## config.mk

```make
export PLATFORM = sky130hd
export DESIGN_NAME = nel_screen
export DESIGN_NICKNAME = d
export VERILOG_FILES = /design/src/rtl/nel_screen.sv
export SDC_FILE = /design/constraint.sdc
export NUM_CORES = 1
export LEC_CHECK = 0
export BUFFER_PORTS_ARGS = -buffer_cell sky130_fd_sc_hd__buf_2
export CAP_MARGIN = 25
export CORE_AREA = 5 5 288 178
export CTS_CLUSTER_SIZE = 25
export DETAILED_ROUTE_END_ITERATION = 6
export DIE_AREA = 0 0 293 183
export GPL_TIMING_DRIVEN = 0
export PLACE_DENSITY = 0.77
export SLEW_MARGIN = 20
export SYNTH_ARGS = -nofsm -noshare
export SYNTH_HDL_FRONTEND = slang
export SYNTH_SLANG_ARGS = --single-unit
```

## constraint.sdc

```tcl
create_clock -name clk -period 3 [get_ports clk]
set_input_delay 0.15 -clock clk [delete_from_list [all_inputs] [get_ports clk]]
set_output_delay 0.15 -clock clk [all_outputs]
set_load 0.05 [all_outputs]
```

## src/rtl/nel_screen.sv

```systemverilog
module nel_screen #(
  parameter int NSLOT = 8,
  parameter int AW    = 32,
  parameter int IMM_W = 12,
  parameter int NREG  = 64,
  localparam int RIW  = $clog2(NREG),
  localparam int SIW  = (NSLOT > 1) ? $clog2(NSLOT) : 1,
  localparam int NW   = $clog2(NSLOT + 1),
  localparam int STW  = 8 + RIW + SIW
) (
  input  logic                 clk,
  input  logic                 rst_n,
  input  logic                 req,
  input  logic [RIW-1:0]       base_idx,
  input  logic [AW-1:0]        base_val,
  input  logic                 disp_use,
  input  logic [RIW-1:0]       disp_idx,
  input  logic [AW-1:0]        disp_val,
  input  logic [IMM_W-1:0]     imm,
  input  logic [RIW-1:0]       dst_idx,
  input  logic [2:0]           size,
  input  logic                 is_fp,
  input  logic                 log_valid,
  input  logic                 log_en,
  input  logic [NW-1:0]        log_nen,
  output logic                 done,
  output logic                 do_load,
  output logic                 alloc_err,
  output logic [NREG-1:0]      gne,
  output logic [NREG-1:0]      fne,
  output logic [NSLOT*STW-1:0] slot_stat,
  output logic [NSLOT*AW-1:0]  slot_addr
);
  localparam int P_DST = 3;
  localparam int P_SZ  = 3 + RIW;
  localparam int P_IDX = 6 + RIW;
  localparam int P_EC  = 6 + RIW + SIW;
  localparam int P_REC = 7 + RIW + SIW;

  logic [STW-1:0] stat_q [NSLOT];
  logic [AW-1:0]  addr_q [NSLOT];
  logic [AW-1:0]  ea;
  logic           ec, rec, src_ne, fault, logging, hit;
  logic [NREG-1:0] cur;
  logic [SIW-1:0] sel;
  logic [STW-1:0] new_stat;

  assign ea = base_val + (disp_use ? disp_val : {{(AW-IMM_W){imm[IMM_W-1]}}, imm});

  always_comb begin
    ec = 1'b0;
    rec = 1'b0;
    case (size)
      3'd1: ec = ea[0];
      3'd2: ec = |ea[1:0];
      3'd3: begin ec = |ea[2:0]; rec = dst_idx[0]; end
      3'd4: begin ec = |ea[3:0]; rec = |dst_idx[1:0]; end
      default: ;
    endcase
  end

  assign cur     = is_fp ? fne : gne;
  assign src_ne  = cur[base_idx] | (disp_use & cur[disp_idx]);
  assign fault   = ec | rec;
  assign logging = log_valid & log_en;

  always_comb begin
    hit = 1'b0;
    sel = '0;
    for (int i = NSLOT - 1; i >= 0; i--) begin
      if (i < int'(log_nen) && !stat_q[i][0]) begin
        hit = 1'b1;
        sel = SIW'(i);
      end
    end
  end

  always_comb begin
    new_stat = '0;
    new_stat[0] = 1'b1;
    new_stat[1] = 1'b1;
    new_stat[2] = is_fp;
    new_stat[P_DST +: RIW] = dst_idx;
    new_stat[P_SZ +: 3] = size;
    new_stat[P_IDX +: SIW] = sel;
    new_stat[P_EC] = ec;
    new_stat[P_REC] = rec;
  end

  always_ff @(posedge clk or negedge rst_n) begin
    if (!rst_n) begin
      done <= 1'b0;
      do_load <= 1'b0;
      alloc_err <= 1'b0;
      gne <= '0;
      fne <= '0;
      for (int i = 0; i < NSLOT; i++) begin
        stat_q[i] <= '0;
        addr_q[i] <= '0;
      end
    end else begin
      done <= req;
      alloc_err <= 1'b0;
      if (req) begin
        do_load <= fault | ~src_ne;
        alloc_err <= logging & ~hit;
        if (is_fp) fne[dst_idx] <= fault | src_ne;
        else       gne[dst_idx] <= fault | src_ne;
        if (logging && hit) begin
          stat_q[sel] <= new_stat;
          addr_q[sel] <= ea;
        end
      end
    end
  end

  for (genvar g = 0; g < NSLOT; g++) begin : g_flat
    assign slot_stat[g*STW +: STW] = stat_q[g];
    assign slot_addr[g*AW +: AW]   = addr_q[g];
  end
endmodule


```

==> results.tsv, run 1 <==
stage	metric	value	unit
outcome	outcome	finished with violations	
outcome	violated checks	setup timing	
flow_run	# Max-Cap Violations	0	
clock_network	H-tree Lvls	2	
yosys	EDFF count, synth	0	
hold_path	worst hold path type	primary input to flip-flop	
cells_and_area	Multi-input gate area	10060	um2
power_and_ir_drop	power per cell area	1006	nW/um2
yosys	synthesized cell area	22900	um2
yosys	Synth area leaders	dfrtp_1 56%, mux4_2 6.5%, o21ai_0 6.2%	
detailed_routing	mean number of vias per cell	6.223	
grt	initial antenna violation count	19	
worst_setup_path	Worst setup startpoint	fne[23]	
sta	fmax	0.3171	GHz
yosys	Post-synth top cells	515 x dfrtp_1, 374 x nand2_1, 285 x o21ai_0, 270 x a21oi_1, 123 x clkbuf_1	
hold_path	Worst Hold End	alloc_err	
detailed_routing	Routed WL per cell	28.98	um
detailed_routing	DRT Pass-1 Iters	6	
worst_setup_path	critical path startpoint category	flip-flop	
clock_network	Num CTS Buffers	48	
worst_setup_path	Reg2Reg Depth	11	
worst_setup_path	Slowest-stage cell, CP	mux4_2	
worst_setup_path	r2r startpoint	fne[23]	
sta	Final WS setup	-153.6	ps
placed_design	DP Wirelength	78770	um
sta	Setup-failing EPs final	104	
detailed_routing	via count	22170	
worst_setup_path	critical register-to-register path endpoint	gne[44]	
clock_network	Skew-Pair Late Insertion Delay	580	ps
yosys	synthesized instance count	2136	
worst_setup_path	most numerous cell on the critical path	buf_6	
grt	largest net degree at the start of global routing	104	
sta	Hold Fails Final Rpt	0	
worst_setup_path	critical path data required time	3410	ps
cells_and_area	post-layout util	62.30	%
yosys	top cell type by total area after synthesis	dfrtp_1	
worst_setup_path	CP Capture Type	flip-flop	
yosys	Warnings, synthesis	0	
placed_design	I/O Buffers	622	
hold_path	min-delay src	log_nen[3]	
yosys	synth unique cells	65	
yosys	FFs w/ async S/R, synth	100.0	%
sta	Slew HR	29.20	%
sta	period utilization	105.1	%
grt	vias in the first global route	21180	
grt	gr usage total	36.95	%
worst_setup_path	crit path cell chain	mux4_2 > mux4_2 > mux2_4 > o311ai_4 > buf_6 > buf_6 > o21ai_4 > nor3b_4 > buf_6 > buf_8 > a21oi_2	
worst_setup_path	Setup CP Type	flip-flop to flip-flop	
grt	first-pass GRT wire length	147000	um
worst_setup_path	Buf/Inv on CP	4	
placed_design	routability congestion estimate	1.032	
sta	unrepaired setup endpoints after global routing	true	
clock_network	CTS Buffer Depth	3	
detailed_routing	Initial DRC Count	2349	
worst_setup_path	Crit Path Max Fanout	5	
yosys	top-count cell post-synth	dfrtp_1	
cells_and_area	synth-to-layout area growth	31.88	%
cells_and_area	fillers	3907	
placed_design	post-place setup slack	-1931	ps
grt	Overflow after GRT	0	
detailed_routing	routed wire length	103300	um
worst_setup_path	slowest stage delay, CP	540	ps
die	Die Width	293	um
cells_and_area	Final Cell Area	30200	um2
die	DIE HEIGHT	183	um
worst_setup_path	CP delay by family, top	multiplexers	
sta	final setup skew	34.85	ps
sta	Slew @ Worst Pin	1054	ps
die	core area	48480	um2
power_and_ir_drop	peak supply drop	0.7274	mV
power_and_ir_drop	total power	30.37	mW
yosys	Top FF cell, synth	dfrtp_1	
worst_setup_path	Stages on worst setup path	11	
worst_setup_path	arrival time worst endpoint	3570	ps
die	I/O pin cnt	631	
sta	Period minus WS final	3154	ps
hold_path	hold path depth	4	
power_and_ir_drop	Leak Pwr	15.03	nW
cells_and_area	Layout Nets	3008	
yosys	syn nets	2276	
sta	Final Slew Violations	0	
die	row count	63	
die	die area	53620	um2
yosys	register bit total from synthesis	515	
detailed_routing	DRC	0	
cells_and_area	Reg area	12930	um2
sta	TNS Setup	-8299	ps
placed_design	Area after DPL	27250	um2
detailed_routing	Routed Antenna Nets	0	
clock_network	TritonCTS clock tree	yes	
yosys	share of the synthesized area in the top cell type	56.28	%
yosys	register area share after synthesis	56.28	%
clock_network	clock root cell	clkbuf_16	
worst_setup_path	r2r setup slk	-150	ps
die	Initial Util	47.24	%
yosys	Avg Cell Area, Syn	10.72	um2
clock_network	Clock Pin Slew Worst Setup and Hold Paths	70	ps
clock_network	clock sinks	515	
cells_and_area	layout cells sized above 1	39.47	%
-- registers in the layout, indices dropped and copies added, names as in the netlist --
signal	flops
slot_addr	256
do_load	1
alloc_err	1
slot_stat	128
gne	64
done	1
fne	64
-- how the worst max path moves through the flow --
| stage | slack (ps) | end |
|---|---|---|
| after floorplan | -50 | slot_addr[156] |
| after global placement | -9100 | gne[18] |
| after detailed placement | -1930 | gne[46] |
| after CTS | -200 | gne[19] |
| after global routing | -150 | fne[17] |
| final | -150 | gne[44] |
-- worst register-to-register path: stages, from the launching register on --
cell	delay, ps
dfrtp_2	450
mux4_2	540
mux4_2	490
mux2_4	310
o311ai_4	230
buf_6	160
buf_6	110
o21ai_4	90
nor3b_4	240
buf_6	170
buf_8	150
a21oi_2	60
-- cell type report --
class                   count  share of cell area, %
clock buffers              67                  4.516
well taps                 650                  2.693
multi-input cells        1437                  33.31
diodes                     12                0.09943
plain buffers             154                  2.519
flip-flops and latches    515                  42.81
clock inverters            16                 0.7209
repair buffers            689                  13.05
inverters                  23                 0.2859
-- stage by stage --
stage / hold WS (ps) / cells
2_1_floorplan: -145.6 / 2136
3_3_place_gp: 400.1 / 3408
3_5_place_dp: 102.1 / 3421
4_1_cts: 11.97 / 3544
5_1_grt: 46.18 / 3563
6_report: 31.41 / 3563
-- cells by family after synthesis --
family	Yosys count	synth area share, %
AOI/OAI and AO/OA	691	16.67
xor gates and xnor gates	20	0.7649
adders and majority gates	32	1.781
DFF	515	56.28
buffers and inverters	185	3.322
and+or+nand+nor	537	10.29
muxes	156	10.90
-- routing by layer --
metal	vias up	share of wire [%]	global-route usage, %
met4	6	4.8	12.69
met5	-	0.040	1.829
met3	299	13	13.17
met1	11240	40	51.79
li1	9061	-	-
met2	1566	42	53.86
-- layout by cell type (no fill, tap or decap), types with 24 or more instances in the layout --
| master | synthesis | final |
|---|---|---|
| a21oi_1 | 270 | 172 |
| a21oi_2 | 0 | 91 |
| a31oi_1 | 24 | 24 |
| buf_2 | 11 | 631 |
| buf_4 | 14 | 38 |
| clkbuf_1 | 123 | 111 |
| clkbuf_16 | 0 | 50 |
| dfrtp_1 | 515 | 483 |
| dfrtp_2 | 0 | 32 |
| ha_1 | 31 | 27 |
| mux2_2 | 86 | 85 |
| mux4_2 | 66 | 66 |
| nand2_1 | 374 | 371 |
| nor2_1 | 46 | 44 |
| o21ai_0 | 285 | 281 |
| o31ai_1 | 28 | 28 |
-- power by group --
part           switching (mW)  internal, mW
registers                1.35          8.84
clock network            2.77          3.54
logic                    10.8          3.10
total                    14.9          15.5
-- repair_timing --
action	CTS	global route
gates cloned	5	2
resized for setup	126	114
buffers inserted	37	12
endpoints found under the hold margin	138	0
endpoints found under the setup margin	315	281
pin swaps	22	17
hold buffers	2	0
Power figures use the tool's default switching activity.
==> run 2, diff against run 1 <==
--- a/config.mk
+++ b/config.mk
@@ -6,12 +6,13 @@
 export NUM_CORES = 1
 export LEC_CHECK = 0
 export BUFFER_PORTS_ARGS = -buffer_cell sky130_fd_sc_hd__buf_2
-export CAP_MARGIN = 25
+export CAP_MARGIN = 15
 export CORE_AREA = 5 5 288 178
 export CTS_CLUSTER_SIZE = 25
 export DETAILED_ROUTE_END_ITERATION = 6
 export DIE_AREA = 0 0 293 183
 export GPL_TIMING_DRIVEN = 0
+export HOLD_SLACK_MARGIN = 0.05
 export PLACE_DENSITY = 0.77
 export SLEW_MARGIN = 20
 export SYNTH_ARGS = -nofsm -noshare
==> results.tsv, run 2 (same netlist as run 1, synthesis figures left out) <==
stage	metric	value	unit	change
outcome	outcome	finished with violations		unchanged
outcome	violated checks	setup timing		unchanged
cells_and_area	post-layout util	62.39	%	was 62.30%
worst_setup_path	most numerous cell on the critical path	buf_6		unchanged
die	Initial Util	47.24	%	unchanged
sta	Final Slew Violations	0		unchanged
sta	final setup skew	19.51	ps	was 34.85 ps
sta	Hold Fails Final Rpt	0		unchanged
grt	initial antenna violation count	21		was 19
grt	vias in the first global route	21280		was 21180
detailed_routing	Initial DRC Count	2920		was 2349
cells_and_area	Layout Nets	2997		was 3008
cells_and_area	Final Cell Area	30240	um2	was 30200 um2
cells_and_area	Largest register FFs	256		unchanged
clock_network	Skew-Pair Late Insertion Delay	580	ps	about the same
placed_design	DP Wirelength	78400	um	was 78770 um
cells_and_area	commonest non-fill, non-tap cell in the layout	buf_2		unchanged
sta	Slew HR	26.56	%	was 29.20%
cells_and_area	layout cells sized above 1	39.72	%	was 39.47%
placed_design	post-place setup slack	-1951	ps	was -1931 ps
die	I/O pin cnt	631		unchanged
grt	gr usage total	37.11	%	was 36.95%
die	core area	48480	um2	unchanged
detailed_routing	via count	22160		was 22170
clock_network	clock sinks	515		unchanged
sta	Final WS setup	-206.1	ps	was -153.6 ps
detailed_routing	mean number of vias per cell	6.234		was 6.223
cells_and_area	synth-to-layout area growth	32.07	%	was 31.88%
clock_network	clock root cell	clkbuf_16		unchanged
placed_design	routability congestion estimate	1.032		unchanged
die	die area	53620	um2	unchanged
sta	period utilization	106.9	%	was 105.1%
cells_and_area	commonest cells after routing, fill and taps aside	628 x buf_2, 483 x dfrtp_1, 371 x nand2_1		was 631 x buf_2, 483 x dfrtp_1, 371 x nand2_1
detailed_routing	Routed WL per cell	29.19	um	was 28.98 um
power_and_ir_drop	power per cell area	1002	nW/um2	was 1006 nW/um2
worst_setup_path	Setup CP Type	flip-flop to flip-flop		unchanged
cells_and_area	Multi-input gate area	10190	um2	was 10060 um2
clock_network	CTS Buffer Depth	3		unchanged
cells_and_area	fillers	3898		was 3907
detailed_routing	routed wire length	103800	um	was 103300 um
grt	largest net degree at the start of global routing	104		unchanged
clock_network	TritonCTS clock tree	yes		unchanged
worst_setup_path	arrival time worst endpoint	3630	ps	was 3570 ps
sta	Setup-failing EPs final	109		was 104
worst_setup_path	Slowest-stage cell, CP	mux4_2		unchanged
worst_setup_path	critical path startpoint category	flip-flop		unchanged
worst_setup_path	crit path cell chain	mux4_2 > a22oi_1 > nand2_1 > o21ai_1 > mux4_2 > o21ai_4 > buf_6 > buf_6 > nor3_4 > buf_6 > buf_8 > a21oi_2		was mux4_2 > mux4_2 > mux2_4 > o311ai_4 > buf_6 > buf_6 > o21ai_4 > nor3b_4 > buf_6 > buf_8 > a21oi_2
worst_setup_path	Buf/Inv on CP	4		unchanged
sta	Period minus WS final	3206	ps	was 3154 ps
sta	unrepaired setup endpoints after global routing	true		unchanged
worst_setup_path	CP Capture Type	flip-flop		unchanged
worst_setup_path	critical path data required time	3420	ps	was 3410 ps
power_and_ir_drop	peak supply drop	0.7209	mV	was 0.7274 mV
die	Die Width	293	um	unchanged
sta	Final Hold Slack	76.84	ps	was 31.41 ps
detailed_routing	DRT Pass-1 Iters	6		unchanged
cells_and_area	Reg area	12930	um2	unchanged
die	DIE HEIGHT	183	um	unchanged
worst_setup_path	slowest stage delay, CP	570	ps	was 540 ps
placed_design	I/O Buffers	622		unchanged
clock_network	H-tree Lvls	2		unchanged
hold_path	worst hold path type	primary input to flip-flop		unchanged
worst_setup_path	CP delay by family, top	multiplexers		unchanged
clock_network	Num CTS Buffers	48		unchanged
sta	fmax	0.3119	GHz	was 0.3171 GHz
worst_setup_path	Crit Path Max Fanout	5		unchanged
grt	first-pass GRT wire length	147200	um	was 147000 um
detailed_routing	Routed Antenna Nets	0		unchanged
flow_run	# Max-Cap Violations	0		unchanged
detailed_routing	DRC	0		unchanged
die	row count	63		unchanged
sta	Slew @ Worst Pin	1093	ps	was 1054 ps
grt	Overflow after GRT	0		unchanged
placed_design	Area after DPL	27210	um2	was 27250 um2
power_and_ir_drop	Leak Pwr	15.00	nW	was 15.03 nW
clock_network	Clock Pin Slew Worst Setup and Hold Paths	60	ps	was 70 ps
-- run 2: layout make-up --
class                           instances  area share, %
Clock inverter                         17         0.6412
Timing Repair Buffer                  676          12.78
Clock buffer                           64          4.476
Sequential cell                       515          42.74
Multi-Input combinational cell       1437          33.69
Tap cell                              650          2.689
Inverter                               23         0.2855
Antenna cell                           17         0.1407
Buffer                                156          2.548
-- run 2: path summary, 6_finish.rpt --
kind / startpoint / endpoint / slack (ps) / depth (start not counted)
setup / recovery: fne[34] / gne[21] / -210 / 12
hold / removal: log_nen[3] / alloc_err / 80 / 4
setup reg to reg: fne[34] / gne[21] / -210 / 12
hold reg to reg: slot_stat[82] / slot_stat[82] / 470 / 1
max in group asynchronous: rst_n / slot_stat[116] / 1190 / 5
min in group asynchronous: rst_n / slot_addr[177] / 100 / 2
-- run 2: worst register-to-register path, stage by stage (launching register included) --
cell and delay, ps:
dfrtp_1 460, mux4_2 570, a22oi_1 170, nand2_1 70, o21ai_1 440, mux4_2 460
o21ai_4 110, buf_6 140, buf_6 110, nor3_4 150, buf_6 170, buf_8 160
a21oi_2 60
-- run 2: routing by layer --
metal | vias to the layer above | GRT usage (%) | routed length [um]
li1 | 9054 | - | -
met1 | 11280 | 51.67 | 41090
met2 | 1558 | 53.31 | 44230
met3 | 273 | 13.75 | 13410
met4 | 2 | 14.79 | 5001
met5 | - | 0 | 13
-- run 2: stage by stage --
stage | TNS, ps | power (mW) | cells
finish | -10890 | 30.29 | 3555
CTS | -12390 | 30.04 | 3535
global route | -10800 | 31.20 | 3553
floorplan | -329.7 | 19.35 | 2136
global placement | -4576920 | 23.26 | 3408
detailed placement | -372060 | 23.57 | 3415
-- run 2: what timing repair did --
item,CTS,global route
resized for setup,166,104
pin swaps,29,18
endpoints found under the setup margin,335,284
setup buffers,36,5
hold endpoints to repair,236,0
hold buffers,2,0
cloned,5,2
-- run 2: power breakdown --
| group | switching, mW | leakage (nW) | total, mW | internal, mW |
|---|---|---|---|---|
| Sequential | 1.36 | 6.72 | 10.2 | 8.84 |
| Clock | 2.77 | 0.753 | 6.20 | 3.43 |
| Combinational | 10.8 | 7.53 | 13.9 | 3.10 |
| Total | 14.9 | 15.0 | 30.3 | 15.4 |
==> run 3, diff against run 2 <==
--- a/config.mk
+++ b/config.mk
@@ -14,6 +14,7 @@
 export GPL_TIMING_DRIVEN = 0
 export HOLD_SLACK_MARGIN = 0.05
 export PLACE_DENSITY = 0.77
+export REMOVE_ABC_BUFFERS = 1
 export SLEW_MARGIN = 20
 export SYNTH_ARGS = -nofsm -noshare
 export SYNTH_HDL_FRONTEND = slang
==> results.tsv, run 3 (same netlist as run 1, synthesis figures left out) <==
stage	metric	value	unit	change
outcome	outcome	finished with violations		unchanged
outcome	violated checks	setup timing		unchanged
sta	Setup-failing EPs final	128		was 109
hold_path	worst hold path type	primary input to asynchronous set/reset pin		was primary input to flip-flop
sta	Period minus WS final	3325	ps	was 3206 ps
sta	fmax	0.3008	GHz	was 0.3119 GHz
worst_setup_path	r2r startpoint	gne[24]		was fne[34]
detailed_routing	mean number of vias per cell	6.075		was 6.234
placed_design	routability congestion estimate	1.025		was 1.032
detailed_routing	via count	20960		was 22160
worst_setup_path	Worst setup startpoint	gne[24]		was fne[34]
power_and_ir_drop	power per cell area	1002	nW/um2	about the same
clock_network	H-tree Lvls	2		unchanged
grt	largest net degree at the start of global routing	103		was 104
cells_and_area	commonest cells after routing, fill and taps aside	627 x buf_2, 514 x dfrtp_1, 368 x nand2_1		was 628 x buf_2, 483 x dfrtp_1, 371 x nand2_1
worst_setup_path	CP Capture Type	flip-flop		unchanged
sta	unrepaired setup endpoints after global routing	true		unchanged
grt	Overflow after GRT	0		unchanged
sta	Final WS setup	-325.0	ps	was -206.1 ps
worst_setup_path	Setup crit end	gne[1]		was gne[21]
die	Die Width	293	um	unchanged
worst_setup_path	Crit Path Max Fanout	6		was 5
die	core area	48480	um2	unchanged
grt	grt met3 use	9.114	%	was 13.75%
cells_and_area	Layout Nets	2894		was 2997
die	row count	63		unchanged
die	die area	53620	um2	unchanged
placed_design	DP Wirelength	62440	um	was 78400 um
placed_design	I/O Buffers	630		was 622
grt	initial antenna violation count	6		was 21
die	I/O pin cnt	631		unchanged
flow_run	# Max-Cap Violations	0		unchanged
sta	Final Hold Slack	121.7	ps	was 76.84 ps
clock_network	TritonCTS clock tree	yes		unchanged
worst_setup_path	Setup CP Type	flip-flop to flip-flop		unchanged
worst_setup_path	critical path data required time	3400	ps	was 3420 ps
placed_design	post-place setup slack	-2841	ps	was -1951 ps
detailed_routing	DRC	0		unchanged
grt	vias in the first global route	20300		was 21280
sta	Final Slew Violations	0		unchanged
worst_setup_path	r2r setup slk	-320	ps	was -210 ps
sta	Slew @ Worst Pin	1394	ps	was 1093 ps
worst_setup_path	critical register-to-register path endpoint	gne[1]		was gne[21]
die	DIE HEIGHT	183	um	unchanged
worst_setup_path	critical path startpoint category	flip-flop		unchanged
grt	first-pass GRT wire length	129900	um	was 147200 um
clock_network	Skew-Pair Late Insertion Delay	570	ps	was 580 ps
sta	Hold Fails Final Rpt	0		unchanged
power_and_ir_drop	peak supply drop	0.7847	mV	was 0.7209 mV
cells_and_area	Largest register FFs	256		unchanged
cells_and_area	Multi-input gate area	10170	um2	was 10190 um2
cells_and_area	post-layout util	62.27	%	was 62.39%
worst_setup_path	arrival time worst endpoint	3730	ps	was 3630 ps
grt	M1 GR Usage	42.87	%	was 51.67%
cells_and_area	fillers	3809		was 3898
sta	Slew HR	6.706	%	was 26.56%
grt	gr usage total	31.42	%	was 37.11%
detailed_routing	routed wire length	89570	um	was 103800 um
cells_and_area	Reg area	12890	um2	was 12930 um2
grt	grt met2 use	48.18	%	was 53.31%
clock_network	Num CTS Buffers	48		unchanged
detailed_routing	Routed WL per cell	25.96	um	was 29.19 um
power_and_ir_drop	Leak Pwr	15.11	nW	was 15.00 nW
sta	final setup skew	16.18	ps	was 19.51 ps
power_and_ir_drop	total power	30.24	mW	was 30.29 mW
cells_and_area	Final Cell Area	30190	um2	was 30240 um2
clock_network	Clock Pin Slew Worst Setup and Hold Paths	70	ps	was 60 ps
detailed_routing	Initial DRC Count	1878		was 2920
clock_network	CTS Buffer Depth	3		unchanged
cells_and_area	commonest non-fill, non-tap cell in the layout	buf_2		unchanged
die	Initial Util	47.24	%	unchanged
detailed_routing	DRT Pass-1 Iters	5		was 6
clock_network	clock root cell	clkbuf_16		unchanged
sta	period utilization	110.8	%	was 106.9%
cells_and_area	layout cells sized above 1	39.87	%	was 39.72%
cells_and_area	synth-to-layout area growth	31.83	%	was 32.07%
grt	GRT busiest layer	met2		unchanged
placed_design	Area after DPL	26880	um2	was 27210 um2
detailed_routing	Routed Antenna Nets	0		unchanged
worst_setup_path	Reg2Reg Depth	11		was 12
clock_network	clock sinks	515		unchanged
## run 3: cell types whose count changed in the layout (fill, tap and decap cells not counted), sizes merged, moves of 3 or more
cell | before | now
buf | 709 | 715
bufinv | 3 | 6
clkbuf | 185 | 68
clkinv | 10 | 13
diode | 17 | 6
dlygate4sd3 | 2 | 8
## run 3: worst min-delay path by stage
stage,startpoint,endpoint,cells past startpoint
after floorplan,rst_n,alloc_err,0
after global placement,slot_stat[47],slot_stat[47],1
after detailed placement,rst_n,slot_stat[87],1
after CTS,log_nen[0],alloc_err,4
after global routing,dst_idx[1],slot_stat[21],2
final,rst_n,slot_addr[217],2
## run 3: worst max-delay path, stage by stage, from the launching register on
cell      delay [ps]
dfrtp_1          410
mux4_2           510
mux4_2           510
mux2_4           290
o311ai_4         390
o21ai_4          170
buf_6            160
buf_6            110
nor3b_4          220
buf_12           170
buf_6            150
a21oi_2           70
## run 3: area by class of cell
class                           count  share of cell area (%)
Antenna cell                        6                 0.04974
Inverter                           23                  0.2860
Tap cell                          650                   2.694
Clock inverter                     27                   1.086
Timing Repair Buffer              728                   15.02
Sequential cell                   515                   42.69
Multi-Input combinational cell   1438                   33.70
Clock buffer                       63                   4.468
## run 3: timing repair
item | in CTS | in global routing
cloned | 4 | 5
setup endpoints to repair | 315 | 260
hold buffers | 8 | 0
resized for setup | 66 | 113
endpoints found under the hold margin | 192 | 0
pin swaps | 17 | 19
buffers inserted | 41 | 14
## run 3: routing by layer
metal	share of wire, %	vias up
li1	-	8828
met1	39	10590
met2	45	1255
met3	11	283
met4	4.6	2
met5	0.0078	-
## run 3: through the flow
| stage | setup TNS (ps) | instances |
|---|---|---|
| 4_1_cts | -8216 | 3427 |
| 5_1_grt | -32030 | 3449 |
| 3_3_place_gp | -5129900 | 3254 |
| 3_5_place_dp | -563930 | 3284 |
| 2_1_floorplan | -174230 | 1974 |
| 6_report | -29360 | 3450 |
## run 3: report_power, final
part | switching (mW) | internal [mW] | leakage, nW | total, mW
clock | 2.82 | 3.72 | 0.813 | 6.54
sequential | 1.25 | 8.83 | 6.77 | 10.1
combinational | 10.6 | 3.05 | 7.53 | 13.6
